File: config.mk
export PLATFORM = sky130hd
export DESIGN_NAME = flash_id_reader
export DESIGN_NICKNAME = d
export VERILOG_FILES = /design/src/rtl/idr_pkg.sv /design/src/rtl/idr_parity.sv /design/src/rtl/idr_bank_ctr.sv /design/src/rtl/idr_seq.sv /design/src/rtl/flash_id_reader.sv
export SDC_FILE = /design/constraint.sdc
export NUM_CORES = 1
export LEC_CHECK = 0
export BUFFER_PORTS_ARGS = -buffer_cell sky130_fd_sc_hd__buf_2
export CORE_MARGIN = 4
export CORE_UTILIZATION = 50
export DETAILED_ROUTE_END_ITERATION = 10
export PLACE_DENSITY = 0.83
export SKIP_CTS_REPAIR_TIMING = 1
export SLEW_MARGIN = 25
export SYNTH_ARGS = -nofsm -noshare
export SYNTH_HDL_FRONTEND = slang
export SYNTH_SLANG_ARGS = --single-unit
export TNS_END_PERCENT = 50
File: constraint.sdc
create_clock -name clk_i -period 2.25 [get_ports clk_i]
set_input_delay 0.675 -clock clk_i [delete_from_list [all_inputs] [get_ports clk_i]]
set_output_delay 0.675 -clock clk_i [all_outputs]
set_load 0.02 [all_outputs]
File: src/rtl/idr_pkg.sv
package idr_pkg;
  typedef enum logic [2:0] {
    ST_IDLE,
    ST_SEND_OP,
    ST_WAIT_OP,
    ST_SEND_MF,
    ST_WAIT_MF,
    ST_SEND_DV,
    ST_WAIT_DV
  } idr_state_e;
endpackage

File: src/rtl/idr_parity.sv
module idr_parity #(
  parameter int W = 8
) (
  input  logic [W-1:0] data_i,
  output logic         odd_o
);
  localparam int STAGES = $clog2(W);

  logic [W-1:0] fold [0:STAGES];
  assign fold[0] = data_i;

  // halve the span each stage: shifts W/2, W/4, ... 1
  for (genvar s = 0; s < STAGES; s++) begin : g_fold
    assign fold[s+1] = fold[s] ^ (fold[s] >> (W >> (s + 1)));
  end

  assign odd_o = fold[STAGES][0];
endmodule

File: src/rtl/idr_bank_ctr.sv
module idr_bank_ctr #(
  parameter int MAX_BANK = 16,
  parameter int BANK_W   = $clog2(MAX_BANK + 1)
) (
  input  logic              clk_i,
  input  logic              rst_ni,
  input  logic              clr_i,
  input  logic              inc_i,
  output logic [BANK_W-1:0] bank_o,
  output logic              at_max_o
);
  localparam logic [BANK_W-1:0] FIRST = BANK_W'(1);
  localparam logic [BANK_W-1:0] LAST  = BANK_W'(MAX_BANK);

  logic [BANK_W-1:0] bank_q;

  always_ff @(posedge clk_i or negedge rst_ni) begin
    if (!rst_ni)                    bank_q <= FIRST;
    else if (clr_i)                 bank_q <= FIRST;
    else if (inc_i && bank_q != LAST) bank_q <= bank_q + FIRST;
  end

  assign bank_o   = bank_q;
  assign at_max_o = (bank_q == LAST);
endmodule

File: src/rtl/idr_seq.sv
module idr_seq
  import idr_pkg::*;
(
  input  logic clk_i,
  input  logic rst_ni,
  input  logic start_i,
  input  logic xfer_done_i,
  input  logic rx_is_cont_i,
  input  logic rx_odd_i,
  input  logic at_max_i,
  output logic req_o,
  output logic send_op_o,
  output logic accept_o,
  output logic bank_inc_o,
  output logic latch_mf_o,
  output logic latch_d0_o,
  output logic commit_o,
  output logic fail_o
);
  idr_state_e st_q, st_d;
  logic       dev_idx_q, dev_idx_d;

  always_ff @(posedge clk_i or negedge rst_ni) begin
    if (!rst_ni) begin
      st_q      <= ST_IDLE;
      dev_idx_q <= 1'b0;
    end else begin
      st_q      <= st_d;
      dev_idx_q <= dev_idx_d;
    end
  end

  always_comb begin
    st_d       = st_q;
    dev_idx_d  = dev_idx_q;
    accept_o   = 1'b0;
    bank_inc_o = 1'b0;
    latch_mf_o = 1'b0;
    latch_d0_o = 1'b0;
    commit_o   = 1'b0;
    fail_o     = 1'b0;
    unique case (st_q)
      ST_IDLE: if (start_i) begin
        accept_o = 1'b1;
        st_d     = ST_SEND_OP;
      end
      ST_SEND_OP: st_d = ST_WAIT_OP;
      ST_WAIT_OP: if (xfer_done_i) st_d = ST_SEND_MF;
      ST_SEND_MF: st_d = ST_WAIT_MF;
      ST_WAIT_MF: if (xfer_done_i) begin
        if (rx_is_cont_i) begin
          if (at_max_i) begin
            fail_o = 1'b1;
            st_d   = ST_IDLE;
          end else begin
            bank_inc_o = 1'b1;
            st_d       = ST_SEND_MF;
          end
        end else if (!rx_odd_i) begin
          fail_o = 1'b1;
          st_d   = ST_IDLE;
        end else begin
          latch_mf_o = 1'b1;
          dev_idx_d  = 1'b0;
          st_d       = ST_SEND_DV;
        end
      end
      ST_SEND_DV: st_d = ST_WAIT_DV;
      ST_WAIT_DV: if (xfer_done_i) begin
        if (!dev_idx_q) begin
          latch_d0_o = 1'b1;
          dev_idx_d  = 1'b1;
          st_d       = ST_SEND_DV;
        end else begin
          commit_o = 1'b1;
          st_d     = ST_IDLE;
        end
      end
      default: st_d = ST_IDLE;
    endcase
  end

  assign req_o     = (st_q == ST_SEND_OP) || (st_q == ST_SEND_MF) || (st_q == ST_SEND_DV);
  assign send_op_o = (st_q == ST_SEND_OP);
endmodule

File: src/rtl/flash_id_reader.sv
module flash_id_reader #(
  parameter int          MAX_BANK  = 16,
  parameter logic [7:0]  OPCODE    = 8'h9F,
  parameter logic [7:0]  CONT_CODE = 8'h7F,
  parameter int          BANK_W    = $clog2(MAX_BANK + 1)
) (
  input  logic              clk_i,
  input  logic              rst_ni,
  input  logic              start_i,
  output logic              xfer_req_o,
  output logic [7:0]        xfer_tx_o,
  input  logic              xfer_done_i,
  input  logic [7:0]        xfer_rx_i,
  output logic              cs_o,
  output logic [BANK_W-1:0] bank_o,
  output logic [7:0]        manuf_o,
  output logic [7:0]        dev0_o,
  output logic [7:0]        dev1_o,
  output logic              done_o,
  output logic              err_o
);
  logic              rx_odd, rx_is_cont, at_max;
  logic              send_op, accept, bank_inc, latch_mf, latch_d0, commit, fail;
  logic [BANK_W-1:0] bank_cur;
  logic [7:0]        mf_work_q, d0_work_q;
  logic              cs_q, done_q, err_q;
  logic [BANK_W-1:0] bank_q;
  logic [7:0]        manuf_q, dev0_q, dev1_q;

  assign rx_is_cont = (xfer_rx_i == CONT_CODE);

  idr_parity #(.W(8)) u_parity (
    .data_i (xfer_rx_i),
    .odd_o  (rx_odd)
  );

  idr_bank_ctr #(.MAX_BANK(MAX_BANK), .BANK_W(BANK_W)) u_bank (
    .clk_i    (clk_i),
    .rst_ni   (rst_ni),
    .clr_i    (accept),
    .inc_i    (bank_inc),
    .bank_o   (bank_cur),
    .at_max_o (at_max)
  );

  idr_seq u_seq (
    .clk_i        (clk_i),
    .rst_ni       (rst_ni),
    .start_i      (start_i),
    .xfer_done_i  (xfer_done_i),
    .rx_is_cont_i (rx_is_cont),
    .rx_odd_i     (rx_odd),
    .at_max_i     (at_max),
    .req_o        (xfer_req_o),
    .send_op_o    (send_op),
    .accept_o     (accept),
    .bank_inc_o   (bank_inc),
    .latch_mf_o   (latch_mf),
    .latch_d0_o   (latch_d0),
    .commit_o     (commit),
    .fail_o       (fail)
  );

  assign xfer_tx_o = send_op ? OPCODE : 8'h00;

  always_ff @(posedge clk_i or negedge rst_ni) begin
    if (!rst_ni) begin
      mf_work_q <= '0;
      d0_work_q <= '0;
    end else begin
      if (latch_mf) mf_work_q <= xfer_rx_i;
      if (latch_d0) d0_work_q <= xfer_rx_i;
    end
  end

  always_ff @(posedge clk_i or negedge rst_ni) begin
    if (!rst_ni) begin
      cs_q    <= 1'b0;
      done_q  <= 1'b0;
      err_q   <= 1'b0;
      bank_q  <= '0;
      manuf_q <= '0;
      dev0_q  <= '0;
      dev1_q  <= '0;
    end else begin
      done_q <= commit | fail;
      if (accept)             cs_q <= 1'b1;
      else if (commit | fail) cs_q <= 1'b0;
      if (commit | fail)      err_q <= fail;
      if (commit) begin
        bank_q  <= bank_cur;
        manuf_q <= mf_work_q;
        dev0_q  <= d0_work_q;
        dev1_q  <= xfer_rx_i;
      end
    end
  end

  assign cs_o    = cs_q;
  assign done_o  = done_q;
  assign err_o   = err_q;
  assign bank_o  = bank_q;
  assign manuf_o = manuf_q;
  assign dev0_o  = dev0_q;
  assign dev1_o  = dev1_q;
endmodule

; Word-level counts from Yosys, hierarchy flattened
; Cells that the tools add are included.
[classes]
n_lt_le_gt_ge = 0
addsub = 1
multipliers = 0
bitwise_logic = 4
mux = 40
n_eq_ne = 15
shifts = 0
n_div = 0
n_reduce_logical = 9
[op_table]
columns = operator, n
row1 = 2-to-1 mux 1 bit, 27
row2 = 2-to-1 mux 3 bit, 7
row3 = one-hot mux 3 bit (7 select lines), 1
row4 = 2-to-1 mux 5 bit, 2
row5 = != test 2 bit (second input constant), 5
row6 = equality test 3 bit (second input constant), 3
row7 = equality test 8 x 7 -> 1 bit (second input constant), 1
row8 = 2-to-1 mux 8 bit, 1
row9 = equality test 3 x 2 -> 1 bit (second input constant), 2
row10 = nonzero test 2 bit, 3
row11 = adder 5 x 1 -> 5 bit (second input constant), 1
row12 = equality test 5 bit (second input constant), 1
row13 = != test 5 bit (second input constant), 1
row14 = AND reduction 5 bit, 1
row15 = AND reduction 4 bit, 1
row16 = XOR 4 bit, 1
row17 = equality test 3 x 1 -> 1 bit (second input constant), 1
row18 = logical NOT 3 bit, 1
row19 = logical OR 1 bit, 2
row20 = 2-to-1 mux 2 bit, 1
row21 = != test 2 x 1 -> 1 bit (second input constant), 1
row22 = one-hot mux 1 bit (2 select lines), 1
row23 = XOR 2 bit, 1
row24 = logical AND 1 bit, 1
row25 = 2 further kinds, 2
[word_totals]
ram_bits = 0
mem_bits_ro = 0
out_inout_bits = 41
mem_count = 0
in_bits = 12
reg_bits = 57
latch_bits = 0

; Longest topological paths before layout
; Gate-level depths: netlist of run 1.
[depth]
ltp_word = 10
ltp_mapped = 7

; By module
; A second synthesis of run 1 with hierarchy kept.
[hier_totals]
hier_cells = 184
hier_area_um2 = 2512.4
[by_module_without_submodules]
columns = mod, instances, seq_area_each_um2, cells_each, area_per_inst_um2
row1 = flash_id_reader, 1, 1201.2, 115, 1860.5
row2 = idr_seq, 1, 100.1, 35, 310.3
row3 = idr_bank_ctr, 1, 126.4, 27, 280.3
row4 = idr_parity, 1, 0.0, 7, 61.3

; Worst setup path after synthesis of run 1
; No wires, ideal clock.
[synth_timing]
path_kind = register -> output
from = register u_seq.st_q[0]
to = output port xfer_tx_o[0]
n_path_buf = 2
required_ps = 1575
path_stages_with_launch = 4
slack_ps = 282
arrival_ps = 1293
path_cell_list = dfrtp_1 > clkbuf_1 > nor3b_1 > buf_4
[synth_via]
elab_chain_len = 2
[synth_lines]
columns = item, line
row1 = from (decl), idr_seq.sv:20  ; idr_state_e st_q, st_d;
row2 = from (signal assigned), idr_seq.sv:28  ; st_q <= st_d;
row3 = equality test 3 x 1 -> 1 bit, idr_seq.sv:84  ; assign send_op_o = (st_q == ST_SEND_OP);
row4 = named net send_op, flash_id_reader.sv:23  ; logic send_op, accept, bank_inc, latch_mf, latch_d0, commit, fail;
row5 = 2-to-1 mux 8 bit, flash_id_reader.sv:64  ; assign xfer_tx_o = send_op ? OPCODE : 8'h00;
row6 = to (decl), flash_id_reader.sv:11  ; output logic [7:0] xfer_tx_o,
; The timed path passes the listed nets, and every way through them passes these cells.

; Worst setup path after layout of run 1
[layout_timing]
from = register u_bank.bank_q[0] (netlist: u_bank.bank_o[0])
to = register u_bank.bank_q[3] (netlist: u_bank.bank_o[3])
[layout_via]
elab_chain_len = 7
elab_cells_between_ends = 11
cone_classes = 1 x add/sub / 2 x eq/ne / 6 x mux / 2 x reduce/logical
[layout_lines]
columns = item, line
row1 = from (decl), idr_bank_ctr.sv:15  ; logic [BANK_W-1:0] bank_q;
row2 = from (signal assigned), idr_bank_ctr.sv:20  ; else if (inc_i && bank_q != LAST) bank_q <= bank_q + FIRST;
row3 = equality test 5 bit, idr_bank_ctr.sv:24  ; assign at_max_o = (bank_q == LAST);
row4 = 2-to-1 mux 1 bit, idr_seq.sv:52  ; if (at_max_i) begin
row5 = 2-to-1 mux 1 bit, idr_seq.sv:51  ; if (rx_is_cont_i) begin
row6 = 2-to-1 mux 1 bit, idr_seq.sv:50  ; ST_WAIT_MF: if (xfer_done_i) begin
row7 = 2-to-1 mux 1 bit, idr_seq.sv:42  ; unique case (st_q)
row8 = logical AND 1 bit, idr_bank_ctr.sv:20
row9 = nonzero test 2 bit (no line), -
; Parallel ways exist; a longest one is shown, timed or not. The select of a mux whose other input is x is not followed.
; A chain may end at the register's enable or synchronous reset.

==> flow_summary.yaml, run 1 <==
sta:
  period_share_pct: 92.08
  holdWs_ns: 0.3325
  finalSetupTns_ns: 0
  clock.fmax_mhz: 482.7
  min_period_ns: 2.072
  slew_violations: 0
  hold_viol: 0
  setup_viol: 0
  rsz0062_at_grt: "false"
  fin_skew_ns: 0.004360
critical_path:
  cp_max_fo: 5
  crit_path_start_kind: "flop"
  crit_arrival_ns: 2.33
  ff2ff_setup_slack_ns: 0.18
  cp-end-kind: "flop"
  crit_type: "reg -> reg"
  cp.required_ns: 2.51
clock_tree:
  root_buffer: "clkbuf_8"
  clkSinkCount: 57
  clkTransAtPathRegs_ns: 0.07
  cts_max_path_buffers: 2
  cts.htree.levels: 3
  clock_latency_ns: 0.33
  cts_tree: "done"
  numCtsBuffers: 9
route:
  dr.pass1.iters: 4
  postRouteAntennaNets: 0
  vias: 1628
  wirelength_um: 4688
  drt-vias-per-instance: 5.072
  drtIter0Drc: 118
  routedWlPerCell_um: 14.60
  drc: 0
cells_and_area:
  fin_area_sq_um: 3005
  area_growth_pct: 20.46
  antennaDiodeCount: 0
  utilization_pct: 62.80
  final_common_cell: "dfrtp_1"
  drive_above_1_share_pct: 49.61
  final_cell_mix: "dfrtp_1 (55), buf_2 (50), mux2_2 (43), nand2_1 (16), clkbuf_8 (10)"
  n_fill_cell: 376
  fin_nets: 263
global_route:
  grt-ovfl-total: 0
  grt_pass1_wl_um: 7900
  first_global_vias: 1720
  grt_max_degree: 58
  antenna_found_initial: 0
  grt_usage_pct: 16.93
floorplanning:
  dieHeight_um: 78.64
  die_area_sq_um: 6184
  core_region_area_sq_um: 4786
  io_pins: 53
  dieWidth_um: 78.64
  rows: 25
  start_util_pct: 52.13
place:
  dpl_cell_area_sq_um: 2831
  gp_congestion: 0.7048
  port_buffers: 50
  dp_hpwl_um: 3251
hold_path:
  worstHoldPathType: "in -> async"
outcome:
  outcome: "complete, no violations"
synthesis:
  yosysUniqueCellTypes: 37
  ys_warn_count: 0
  syn_avg_cell_area_sq_um: 12.99
  yosys_register_bits: 57
  postSynthCellCount: 192
  syn_area_sq_um: 2495
  yosysSeqAreaShare_pct: 57.22
power:
  powerDensity_nw_per_um2: 1297
  ir_worst_vdd_v: 0.0007535
  leakage_nw: 1.503
job:
  maxCapViolCount: 0
-- synth_stat cells, drive strengths merged --
master | count | share of area [%]
a21boi | 1 | 0.30
a21oi | 4 | 0.80
a221oi | 1 | 0.35
a31o | 1 | 0.35
a31oi | 1 | 0.25
and4bb | 2 | 1.0
buf | 10 | 2.8
clkbuf | 5 | 0.75
conb | 1 | 0.15
dfrtp | 56 | 56
dfstp | 1 | 1.1
ha | 2 | 1.0
inv | 4 | 0.60
mux2 | 43 | 19
mux2i | 1 | 0.40
nand2 | 16 | 2.4
nand2b | 2 | 0.50
nand3 | 1 | 0.20
nand3b | 1 | 0.30
nand4 | 3 | 0.75
nand4b | 1 | 0.35
nor2 | 10 | 1.9
nor2b | 1 | 0.25
nor3b | 1 | 0.30
nor4b | 2 | 1.3
o21ai | 6 | 1.2
o31ai | 1 | 0.30
o41a | 1 | 0.45
or2 | 2 | 0.50
xnor2 | 8 | 2.8
xor2 | 3 | 1.1
-- power by group --
part           total (mW)  internal (mW)  switching (mW)
logic                1.39          0.631           0.763
clock network       0.820          0.425           0.395
registers            1.68           1.44           0.245
total                3.90           2.49            1.40
-- through the flow --
step	setup slack (ns)	total power [mW]	instances
after floorplan	0.2821	2.658	193
after global routing	0.03289	4.151	321
final	0.1782	3.898	321
after global placement	0.1148	3.056	305
after CTS	0.1449	3.949	321
after detailed placement	0.08027	3.115	305
-- sequential cells by signal, indices dropped and copies added, names as in the netlist --
signal           cells
manuf_o              8
cs_o                 1
u_seq.dev_idx_q      1
err_o                1
dev0_o               8
done_o               1
d0_work_q            8
u_seq.st_q           3
dev1_o               8
u_bank.bank_o        5
bank_o               5
mf_work_q            8
-- layout make-up --
type,count,area [sq um],area share [%]
sequential,57,1429,47.54
clock inverter,5,31.28,1.041
timing repair buffer,60,337.8,11.24
multi-input combinational,117,967.2,32.18
tap,67,83.83,2.789
inverter,4,15.01,0.4996
clock buffer,11,141.4,4.704
-- cells by family (layout without fill, tap and decap cells) --
logic type	after synthesis	after routing	synth area share (%)
xor+xnor	11	11	3.862
buf+inv	19	80	4.163
mux	44	44	19.81
compound gates	16	16	4.012
other cells	1	2	0.1503
flops	57	57	57.22
fa+ha+maj	2	2	1.003
simple gates	42	42	9.780
-- critical path, cell delays in order, from the launching register on --
cell      delay [ns]
dfstp_2         0.57
inv_1           0.07
ha_1            0.19
and4bb_2        0.27
nor4b_4         0.44
nand4_1         0.20
xor2_1          0.18
nor2_1          0.09
-- path summary, 6_finish.rpt --
check                                      start          endpoint  cells after the start
worst max-delay path            u_bank.bank_o[0]  u_bank.bank_o[3]                      7
worst min-delay path                      rst_ni  u_bank.bank_o[2]                      2
worst max register to register  u_bank.bank_o[0]  u_bank.bank_o[3]                      7
worst min register to register             err_o             err_o                      2
max in group asynchronous                 rst_ni  u_bank.bank_o[0]                      2
min in group clk_i                         err_o             err_o                      2
-- layer usage --
| layer | global-route usage (%) | vias up | wire length [um] |
|---|---|---|---|
| li1 | - | 770 | - |
| met1 | 19.40 | 783 | 1948 |
| met2 | 27.93 | 63 | 2322 |
| met3 | 5.963 | 12 | 314 |
| met4 | 8.566 | 0 | 103 |
| met5 | 0 | - | 0 |
(Power assumes the default switching activity.)
==> run 2, diff against run 1 <==
RECOVER_POWER = 50   (was default)
==> flow_summary.yaml, run 2 (synthesized netlist as in run 1, its figures left out) <==
route:
  routedWlPerCell_um: 14.55
  wirelength_um: 4671
  drtIter0Drc: 128
  drc: 0
  dr.pass1.iters: 4
  drt-vias-per-instance: 5.037
  vias: 1617
  postRouteAntennaNets: 0
job:
  maxCapViolCount: 0
cells_and_area:
  final_cell_mix: "dfrtp_1 (55), mux2_2 (43), buf_2 (31), clkbuf_1 (20), nand2_1 (16)"
  final_common_cell: "dfrtp_1"
  drive_above_1_share_pct: 42.13
  area_growth_pct: 18.91
  n_fill_cell: 392
  utilization_pct: 61.99
  antennaDiodeCount: 0
  fin_nets: 263
global_route:
  grt_usage_pct: 16.93
  first_global_vias: 1720
  grt_pass1_wl_um: 7900
  grt_max_degree: 58
  grt-ovfl-total: 0
  antenna_found_initial: 0
clock_tree:
  clkSinkCount: 57
  clock_latency_ns: 0.33
  cts_max_path_buffers: 2
  root_buffer: "clkbuf_8"
  numCtsBuffers: 9
  cts_tree: "done"
  cts.htree.levels: 3
  clkTransAtPathRegs_ns: 0.07
critical_path:
  crit_type: "reg -> reg"
  cp_max_fo: 5
  crit_path_start_kind: "flop"
  cp-end-kind: "flop"
  cp.required_ns: 2.51
  critPathLaunch: "u_bank.bank_o[0]"
  crit_arrival_ns: 2.34
  r2r-start: "u_bank.bank_o[0]"
floorplanning:
  dieWidth_um: 78.64
  die_area_sq_um: 6184
  start_util_pct: 52.13
  rows: 25
  dieHeight_um: 78.64
  core_region_area_sq_um: 4786
  io_pins: 53
power:
  finalPower_mw: 3.855
  leakage_nw: 1.425
  pwr-share-comb_pct: 34.9
  p_clk_share_pct: 21.3
  ir_worst_vdd_v: 0.0007416
  pwr-share-seq_pct: 43.8
  internal_power_mw: 2.448
  powerDensity_nw_per_um2: 1300
  swShare_pct: 36.50
  p_sw_mw: 1.407
sta:
  clock.fmax_mhz: 482.7
  holdWs_ns: 0.4725
  max-slew-margin-rel_pct: 9.898
  slew_violations: 0
  min_period_ns: 2.072
  hold_viol: 0
  fin_skew_ns: 0.004283
  rsz0062_at_grt: "false"
  worstMarginPinSlew_ns: 1.352
  setup_viol: 0
  fin_ws_ns: 0.1782
  period_share_pct: 92.08
  finalSetupTns_ns: 0
outcome:
  outcome: "complete, no violations"
place:
  port_buffers: 50
  post-place-ws_ns: 0.08027
  dp_hpwl_um: 3251
  gp_congestion: 0.7048
hold_path:
  worstHoldPathType: "reg -> reg"
  hp-start: "err_o"
==> run 2: changes by cell type in the layout (fill, tap and decap cells not counted) <==
| cell | change |
|---|---|
| clkbuf_2 | +1 |
| buf_2 | -19 |
| buf_12 | -1 |
| clkbuf_1 | +19 |
==> run 2: path summary, 6_finish.rpt <==
kind	slack, ns	endpoint	cells past startpoint
max	0.18	u_bank.bank_o[3]	7
min in group asynchronous	0.73	u_bank.bank_o[2]	2
min reg2reg	0.47	err_o	2
max reg2reg	0.18	u_bank.bank_o[3]	7
min	0.47	err_o	2
max in group asynchronous	0.63	u_seq.st_q[0]	2
==> run 2: cell type report <==
type	count	area, sq um	share of cell area (%)
clock buffer	11	141.4	4.766
timing repair buffer	60	299.0	10.08
inverter	4	15.01	0.5061
tap	67	83.83	2.826
clock inverter	5	31.28	1.054
sequential	57	1429	48.17
multi-input combinational	117	967.2	32.60
==> run 2: power groups by stage <==
stage / clock network (mW) / logic, mW / registers [mW]
detailed placement: 0 / 1.41 / 1.70
floorplan: 0 / 0.725 / 1.93
global route: 0.888 / 1.47 / 1.75
CTS: 0.846 / 1.42 / 1.69
global placement: 0 / 1.37 / 1.69
finish: 0.820 / 1.35 / 1.69
==> run 2: through the flow <==
stage          instances  cell area [sq um]
4_1_cts              321               3004
2_1_floorplan        193               2499
3_3_place_gp         305               2831
3_5_place_dp         305               2831
5_1_grt              321               2967
6_report             321               2967
==> run 2: metal layers <==
layer,vias up,wire [um],share of wire [%],global-route usage [%]
li1,773,-,-,-
met1,777,1976,42,19.40
met2,56,2291,49,27.93
met3,11,298,6.4,5.963
met4,0,104,2.2,8.566
met5,-,0,0,0
==> run 2: critical path, stage by stage (launching register included) <==
cell	delay (ns)
dfstp_2	0.57
inv_1	0.07
ha_1	0.19
and4bb_2	0.27
nor4b_4	0.44
nand4_1	0.20
xor2_1	0.18
nor2_1	0.09
==> run 3, diff against run 2 <==
CORE_ASPECT_RATIO = 1.4   (was default)
clock period = 2.5 ns   (was 2.25 ns; I/O delays follow)
==> flow_summary.yaml, run 3 (synthesized netlist as in run 1, its figures left out) <==
sta:
  setup_viol: 0
  rsz0062_at_grt: "false"
  hold_viol: 0
  holdWs_ns: 0.4894
  worstMarginPinSlew_ns: 1.130
  finalSetupTns_ns: 0
  min_period_ns: 2.328
  max-slew-margin-rel_pct: 24.66
  period_share_pct: 93.14
  fin_skew_ns: 0.006928
  slew_violations: 0
  clock.fmax_mhz: 429.5
critical_path:
  cp_top_family: "flip-flops"
  cpMaxStageDelayCell: "dfrtp_1"
  crit_arrival_ns: 1.58
  ff2ff_setup_slack_ns: 0.51
  cp_max_fo: 14
  crit_path_start_kind: "flop"
  rr_worst_depth: 7
  r2r-start: "u_bank.bank_o[0]"
  critPathBufInv: 1
  crit_type: "reg -> out"
  path_cells: "nor3b_1, buf_2"
  slowest_delay_ns: 0.51
  cp.required_ns: 1.75
  reg2reg_to: "u_bank.bank_o[4]"
  cp-end-kind: "output pin"
hold_path:
  whs_endpoint: "bank_o[0]"
  hp-start: "bank_o[0]"
  worstHoldPathType: "reg -> reg"
  hold_depth: 2
power:
  powerDensity_nw_per_um2: 1208
  leakage_nw: 1.405
  ir_worst_vdd_v: 0.0005953
cells_and_area:
  drive_above_1_share_pct: 40.00
  final_common_cell: "dfrtp_1"
  n_fill_cell: 394
  utilization_pct: 60.93
  fin_nets: 259
  multiInputGateArea_sq_um: 967.2
  antennaDiodeCount: 0
  final-seq-area_sq_um: 1428
  area_growth_pct: 18.25
  final_cell_mix: "dfrtp_1 (56), mux2_2 (43), buf_2 (30), clkbuf_1 (22), nand2_1 (16)"
route:
  wirelength_um: 4666
  drtIter0Drc: 78
  routedWlPerCell_um: 14.86
  dr.pass1.iters: 4
  postRouteAntennaNets: 0
  vias: 1632
  drt-vias-per-instance: 5.197
  drc: 0
place:
  dp_hpwl_um: 3470
  port_buffers: 50
  gp_congestion: 0.7532
global_route:
  antenna_found_initial: 0
  grt_max_degree: 27
  first_global_vias: 1670
  grt_pass1_wl_um: 7907
  grt-ovfl-total: 0
  grt_usage_pct: 17.30
clock_tree:
  clkTransAtPathRegs_ns: 0.06
  cts_tree: "done"
  numCtsBuffers: 9
  cts.htree.levels: 3
  cts_max_path_buffers: 2
  clkSinkCount: 57
  root_buffer: "clkbuf_8"
  clock_latency_ns: 0.33
floorplanning:
  io_pins: 53
  start_util_pct: 51.52
  dieHeight_um: 91.58
  rows: 30
  dieWidth_um: 67.70
  die_area_sq_um: 6200
  core_region_area_sq_um: 4842
outcome:
  outcome: "complete, no violations"
job:
  maxCapViolCount: 0
-- run 3: cell types whose count changed in the layout (fill, tap and decap cells not counted), sizes merged --
cell | previous run | this run
clkinvlp | 1 | 2
clkbuf | 31 | 33
buf | 40 | 34
clkinv | 4 | 2
bufinv | 0 | 1
-- run 3: routing by layer --
metal  up-vias  wire length [um]  track usage, %
li1        761                 -               -
met1       821              1768           19.84
met2        38              2551           28.76
met3        12               236           4.579
met4         0               110           8.629
met5         -                 0               0
-- run 3: cell type report --
type | instances | share of cell area [%]
clock buffer | 11 | 4.792
clock inverter | 5 | 1.866
inverter | 4 | 0.5089
multi-input combinational | 117 | 32.78
sequential | 57 | 48.39
tap | 64 | 2.714
timing repair buffer | 56 | 8.948
-- run 3: how the worst max path moves through the flow --
stage / startpoint / to / slack, ns / cells past startpoint
floorplan: u_seq.st_q[0] / xfer_tx_o[0] / 0.46 / 3
global placement: xfer_rx_i[7] / mf_work_q[5] / 0.30 / 6
detailed placement: xfer_rx_i[7] / mf_work_q[3] / 0.23 / 6
CTS: u_seq.st_q[1] / xfer_tx_o[2] / 0.13 / 2
global route: u_seq.st_q[1] / xfer_tx_o[1] / 0.02 / 2
finish: u_seq.st_q[1] / xfer_tx_o[2] / 0.17 / 2
-- run 3: stage by stage --
step | instance area [sq um] | instances | power, mW | setup WS (ns)
global route | 2950 | 314 | 3.791 | 0.02300
detailed placement | 2798 | 298 | 2.798 | 0.2343
global placement | 2798 | 298 | 2.749 | 0.2994
finish | 2950 | 314 | 3.563 | 0.1716
CTS | 2994 | 314 | 3.645 | 0.1331
floorplan | 2499 | 193 | 2.392 | 0.4571
-- run 3: where the power goes --
| part | leakage [nW] | switching (mW) | internal (mW) |
|---|---|---|---|
| clock network | 0.0953 | 0.346 | 0.483 |
| logic | 0.576 | 0.684 | 0.519 |
| registers | 0.734 | 0.236 | 1.29 |
-- run 3: worst register-to-register path, cell delays in order (launching register included) --
cell and delay, ns:
dfstp_2 0.56, inv_1 0.06, ha_1 0.19, and4bb_2 0.27, nor4b_4 0.43, nand4_1 0.18
xor2_1 0.15, nor2_1 0.05
